==> config.mk <==
export PLATFORM = sky130hd
export DESIGN_NAME = esc_framer
export DESIGN_NICKNAME = d
export VERILOG_FILES = /design/src/rtl/esc_pkg.sv /design/src/rtl/esc_decode.sv /design/src/rtl/esc_disp_join.sv /design/src/rtl/esc_framer.sv
export SDC_FILE = /design/constraint.sdc
export NUM_CORES = 1
export LEC_CHECK = 0
export BUFFER_PORTS_ARGS = -buffer_cell sky130_fd_sc_hd__buf_2
export CAP_MARGIN = 20
export CORE_UTILIZATION = 59
export CTS_CLUSTER_SIZE = 16
export DETAILED_ROUTE_END_ITERATION = 8
export GPL_ROUTABILITY_DRIVEN = 0
export PLACE_DENSITY = 0.83
export SLEW_MARGIN = 20
export SYNTH_ARGS = -nofsm -noshare
export SYNTH_HDL_FRONTEND = slang
export SYNTH_SLANG_ARGS = --single-unit
export TNS_END_PERCENT = 50
==> constraint.sdc <==
create_clock -name clk -period 9 [get_ports clk]
set_clock_uncertainty 0.1 [all_clocks]
set_input_delay 1.8 -clock clk [delete_from_list [all_inputs] [get_ports clk]]
set_output_delay 1.8 -clock clk [all_outputs]
set_load 0.03 [all_outputs]
==> src/rtl/esc_pkg.sv <==
package esc_pkg;
  localparam int BYTE_W = 8;
  localparam int DISP_W = 2 * BYTE_W;
  localparam logic [4:0] ESC_TAG   = 5'b11011;
  localparam logic [7:0] WAIT_CODE = 8'h9B;
  localparam logic [7:0] FIRST_F4  = 8'hD9;
  localparam logic [7:0] FIRST_F5  = 8'hDB;

  typedef enum logic [1:0] {
    REC_INSTR = 2'd0,
    REC_WAIT  = 2'd1,
    REC_OTHER = 2'd2
  } rec_kind_e;

  typedef enum logic [2:0] {
    S_IDLE, S_WAITED, S_ESC, S_LO, S_HI
  } fr_state_e;

  typedef struct packed {
    logic [2:0] form;
    logic [1:0] dlen;
    logic [1:0] fmt;
    logic       rdest;
  } dec_t;
endpackage

==> src/rtl/esc_decode.sv <==
module esc_decode
  import esc_pkg::*;
(
  input  logic [BYTE_W-1:0] first,
  input  logic [BYTE_W-1:0] second,
  output dec_t              dec
);
  logic [1:0] md;
  logic [2:0] rm;
  assign md = second[7:6];
  assign rm = second[2:0];

  always_comb begin
    dec = '0;
    if (md == 2'b11) begin
      if (first == FIRST_F4 && second[7:5] == 3'b111)      dec.form = 3'd4;
      else if (first == FIRST_F5 && second[7:5] == 3'b111) dec.form = 3'd5;
      else                                                 dec.form = 3'd3;
      dec.dlen = 2'd0;
    end else begin
      dec.form = first[0] ? 3'd1 : 3'd2;
      case (md)
        2'b01:   dec.dlen = 2'd1;
        2'b10:   dec.dlen = 2'd2;
        default: dec.dlen = (rm == 3'b110) ? 2'd2 : 2'd0;
      endcase
    end
    dec.fmt   = (dec.form == 3'd2) ? first[2:1] : 2'b00;
    dec.rdest = (dec.form == 3'd3) ? first[2]   : 1'b0;
  end
endmodule

==> src/rtl/esc_disp_join.sv <==
module esc_disp_join
  import esc_pkg::*;
#(
  parameter bit SIGN_EXT_SHORT = 1'b1
) (
  input  logic [1:0]        dlen,
  input  logic [BYTE_W-1:0] lo,
  input  logic [BYTE_W-1:0] hi,
  output logic [DISP_W-1:0] disp
);
  logic [BYTE_W-1:0] short_hi;

  generate
    if (SIGN_EXT_SHORT) begin : g_sext
      assign short_hi = {BYTE_W{lo[BYTE_W-1]}};
    end else begin : g_zext
      assign short_hi = '0;
    end
  endgenerate

  always_comb begin
    case (dlen)
      2'd1:    disp = {short_hi, lo};
      2'd2:    disp = {hi, lo};
      default: disp = '0;
    endcase
  end
endmodule

==> src/rtl/esc_framer.sv <==
module esc_framer
  import esc_pkg::*;
#(
  parameter bit SIGN_EXT_SHORT = 1'b1
) (
  input  logic        clk,
  input  logic        rst,
  input  logic        in_valid,
  input  logic [7:0]  in_byte,
  output logic        in_ready,
  output logic        out_valid,
  input  logic        out_ready,
  output logic [1:0]  out_kind,
  output logic        out_wait,
  output logic [2:0]  out_form,
  output logic [2:0]  out_esc_op,
  output logic [1:0]  out_mod,
  output logic [2:0]  out_mid,
  output logic [2:0]  out_rm,
  output logic [1:0]  out_fmt,
  output logic        out_rdest,
  output logic [1:0]  out_disp_len,
  output logic [15:0] out_disp,
  output logic [7:0]  out_raw
);
  fr_state_e          state;
  logic [BYTE_W-1:0]  first_q, second_q, lo_q;
  logic               wait_q;

  logic               is_esc, is_wait, hold, take, emit_lone;
  logic [BYTE_W-1:0]  sec_sel, lo_sel;
  dec_t               dec;
  logic [DISP_W-1:0]  disp_w;

  assign is_esc  = (in_byte[7:3] == ESC_TAG);
  assign is_wait = (in_byte == WAIT_CODE);

  // A WAIT followed by a stray byte: refuse the byte, emit the lone WAIT.
  assign hold      = (state == S_WAITED) && in_valid && !is_esc;
  assign in_ready  = !out_valid && !hold;
  assign take      = in_valid && in_ready;
  assign emit_lone = !out_valid && hold;

  assign sec_sel = (state == S_ESC) ? in_byte : second_q;
  assign lo_sel  = (state == S_LO)  ? in_byte : lo_q;

  esc_decode u_dec (
    .first  (first_q),
    .second (sec_sel),
    .dec    (dec)
  );

  esc_disp_join #(.SIGN_EXT_SHORT(SIGN_EXT_SHORT)) u_disp (
    .dlen (dec.dlen),
    .lo   (lo_sel),
    .hi   (in_byte),
    .disp (disp_w)
  );

  always_ff @(posedge clk) begin
    if (rst) begin
      state        <= S_IDLE;
      first_q      <= '0;
      second_q     <= '0;
      lo_q         <= '0;
      wait_q       <= 1'b0;
      out_valid    <= 1'b0;
      out_kind     <= '0;
      out_wait     <= 1'b0;
      out_form     <= '0;
      out_esc_op   <= '0;
      out_mod      <= '0;
      out_mid      <= '0;
      out_rm       <= '0;
      out_fmt      <= '0;
      out_rdest    <= 1'b0;
      out_disp_len <= '0;
      out_disp     <= '0;
      out_raw      <= '0;
    end else begin
      if (out_valid && out_ready) out_valid <= 1'b0;

      if (emit_lone) begin
        out_valid    <= 1'b1;
        out_kind     <= REC_WAIT;
        out_wait     <= 1'b0;
        out_form     <= '0;
        out_esc_op   <= '0;
        out_mod      <= '0;
        out_mid      <= '0;
        out_rm       <= '0;
        out_fmt      <= '0;
        out_rdest    <= 1'b0;
        out_disp_len <= '0;
        out_disp     <= '0;
        out_raw      <= WAIT_CODE;
        wait_q       <= 1'b0;
        state        <= S_IDLE;
      end else if (take) begin
        case (state)
          S_IDLE: begin
            if (is_wait) begin
              wait_q <= 1'b1;
              state  <= S_WAITED;
            end else if (is_esc) begin
              first_q <= in_byte;
              wait_q  <= 1'b0;
              state   <= S_ESC;
            end else begin
              out_valid    <= 1'b1;
              out_kind     <= REC_OTHER;
              out_wait     <= 1'b0;
              out_form     <= '0;
              out_esc_op   <= '0;
              out_mod      <= '0;
              out_mid      <= '0;
              out_rm       <= '0;
              out_fmt      <= '0;
              out_rdest    <= 1'b0;
              out_disp_len <= '0;
              out_disp     <= '0;
              out_raw      <= in_byte;
            end
          end
          S_WAITED: begin
            first_q <= in_byte;
            state   <= S_ESC;
          end
          S_ESC: begin
            second_q <= in_byte;
            state    <= (dec.dlen == 2'd0) ? S_IDLE : S_LO;
          end
          S_LO: begin
            lo_q  <= in_byte;
            state <= (dec.dlen == 2'd1) ? S_IDLE : S_HI;
          end
          default: state <= S_IDLE;
        endcase

        if ((state == S_ESC && dec.dlen == 2'd0) ||
            (state == S_LO  && dec.dlen == 2'd1) ||
            (state == S_HI)) begin
          out_valid    <= 1'b1;
          out_kind     <= REC_INSTR;
          out_wait     <= wait_q;
          out_form     <= dec.form;
          out_esc_op   <= first_q[2:0];
          out_mod      <= sec_sel[7:6];
          out_mid      <= sec_sel[5:3];
          out_rm       <= sec_sel[2:0];
          out_fmt      <= dec.fmt;
          out_rdest    <= dec.rdest;
          out_disp_len <= dec.dlen;
          out_disp     <= disp_w;
          out_raw      <= first_q;
        end
      end
    end
  end
endmodule

==> impl_metrics.json <==
{
  "clock_latency_ns": 0.35,
  "cts_resized": 0,
  "die_area_um2": 5800,
  "ys_warn_count": 0,
  "ios": 60,
  "final_common_cell": "dfxtp_1",
  "cp_data_arrival_time_ns": 2.83,
  "vdd_ir_drop_max_mv": 0.145,
  "synth-edff-count": 0,
  "cap_violations": 0,
  "synth_cell_types": 51,
  "final_cells": 444,
  "cp-end-kind": "primary output",
  "synth-async-reset-ratio_pct": 0,
  "synth_area_per_cell_um2": 9.98,
  "placedCellCount": 428,
  "worst_slack_ns": 4.27,
  "wl_per_cell_um": 16.6,
  "drive_above_1_share_pct": 23.5,
  "ant_nets": 0,
  "synthCells": 325,
  "holdPathStages": 2,
  "ys_ff_latch": 75,
  "grt_max_degree": 37,
  "crit_path_start_kind": "input pin",
  "r2r.worst_path.cells": 9,
  "netlist_area_um2": 3240,
  "fin_tns_setup_ns": 0,
  "mostFrequentLayoutCells": "dfxtp_1, buf_2, nor2_1",
  "hold_buffers": 0,
  "hold_path_class": "reg -> reg",
  "criticalPathCategory": "in -> out",
  "clk_pin_slew_worst_paths_ns": 0.08,
  "vias": 2661,
  "rsz0062_at_grt": "no",
  "fin_nets": 385,
  "dr.pass1.iters": 4,
  "synth_fp_nets": 341,
  "htreeDepth": 3,
  "routed_wl_um": 7380,
  "viasPerCell": 5.99,
  "clockBufferDepth": 2,
  "relSlewSlack_pct": 28.3,
  "cp.required_ns": 7.10,
  "cts_tree": "done",
  "rows": 26,
  "crit_path_max_fanout": 9,
  "overflow": 0,
  "clock-sinks": 75,
  "period_needed_ns": 4.73,
  "synth-seq-area-share_pct": 46.3,
  "drv_slew": 0,
  "leakagePower_uw": 0.00155,
  "post-dp-hpwl_um": 4870,
  "finalSetupViolations": 0,
  "cts_made_buffers": 9,
  "die_x_um": 76.2,
  "grt_pass1_wl_um": 12200,
  "die_h_um": 76.2,
  "post_cts_buffers": 0,
  "worst_slew_pin_slew_ns": 1.07,
  "n_antenna_cell": 0,
  "synth_ff_type": "dfxtp_1",
  "hold_viol": 0,
  "drc": 0,
  "max_freq_mhz": 211,
  "placed_cell_area_um2": 3510,
  "grt_pass1_vias": 2479,
  "n_fill_cell": 389,
  "synthToLayoutAreaGrowth_pct": 15.9,
  "drt_first_iter_violations": 224,
  "power_density_nw_per_um2": 192,
  "fin_area_um2": 3760,
  "antenna_found_initial": 0,
  "grtUsageTotal_pct": 26.8,
  "core_um2": 5200,
  "period_share_pct": 52.5,
  "root_buffer": "clkbuf_8",
  "port_buffers": 59,
  "dpl_worst_slack_ns": 4.05,
  "outcome": "finished, final reports clean",
  "start_util_pct": 62.3
}
## metal layers
metal | wire length, um | track usage [%] | vias to the layer above
li1 | - | - | 1272
met1 | 3390 | 33.3 | 1288
met2 | 3450 | 43.0 | 86
met3 | 384 | 6.71 | 15
met4 | 152 | 13.8 | 0
met5 | 0 | 0 | -
## worst max-delay path, cell delays in order
cell     delay [ns]
buf_2          0.19
and3b_1        0.25
a31o_2         0.29
nor2b_1        0.13
buf_2          0.17
## sequential cells by signal, indices dropped and copies added (netlist names), 3 cells and up
register	count
out_raw	8
second_q	8
out_form	3
first_q	8
out_rm	3
out_disp	16
out_mid	3
out_esc_op	3
state	3
lo_q	8
## through the flow
step / util (%) / hold slack [ns] / total power, uW
6_report: 72.2 / 0.356 / 723
5_1_grt: 72.2 / 0.379 / 748
4_1_cts: 72.2 / 0.360 / 727
3_5_place_dp: 67.5 / 0.341 / 412
3_3_place_gp: 67.5 / 0.339 / 410
2_1_floorplan: - / 0.342 / 394
## Yosys cell counts, types with 5 or more instances
library cell,count,area share (%)
nand2_1,5,0.58
dfxtp_1,75,46
buf_2,18,2.8
o2bb2ai_1,23,6.2
a2111oi_0,5,1.3
mux2i_1,34,10
a22o_1,9,2.4
a21oi_1,14,2.2
nand2b_1,5,0.96
nor2_1,49,5.7
inv_1,12,1.4
clkbuf_1,6,0.69
## final cells by class
class | count | area [um^2] | area share (%)
repair buffers | 60 | 303 | 8.05
multi-input cells | 211 | 1570 | 41.9
flip-flops and latches | 75 | 1500 | 39.9
clock buffers | 10 | 138 | 3.66
inverters | 12 | 45.0 | 1.20
well taps | 70 | 87.6 | 2.33
clock inverters | 6 | 111 | 2.96
## logic make-up after synthesis
family | Yosys count | share of synthesized area [%]
mux | 34 | 10.5
buf+inv | 39 | 5.21
flops | 75 | 46.3
simple gates | 92 | 14.8
compound gates | 81 | 21.6
fa+ha+maj | 4 | 1.54
## report_power, final
group,switching [uW],internal [uW],total [uW]
combinational,44.7,18.7,63.4
clock,126,192,318
sequential,4.00,338,342
## path summary, 6_finish.rpt
kind	from	slack, ns	to
min	out_kind[1]	0.36	out_kind[1]
max	in_byte[5]	4.27	in_ready
max reg2reg	state[1]	4.45	out_disp[7]
min reg2reg	out_kind[1]	0.36	out_kind[1]
Power figures use the tool's default switching activity.
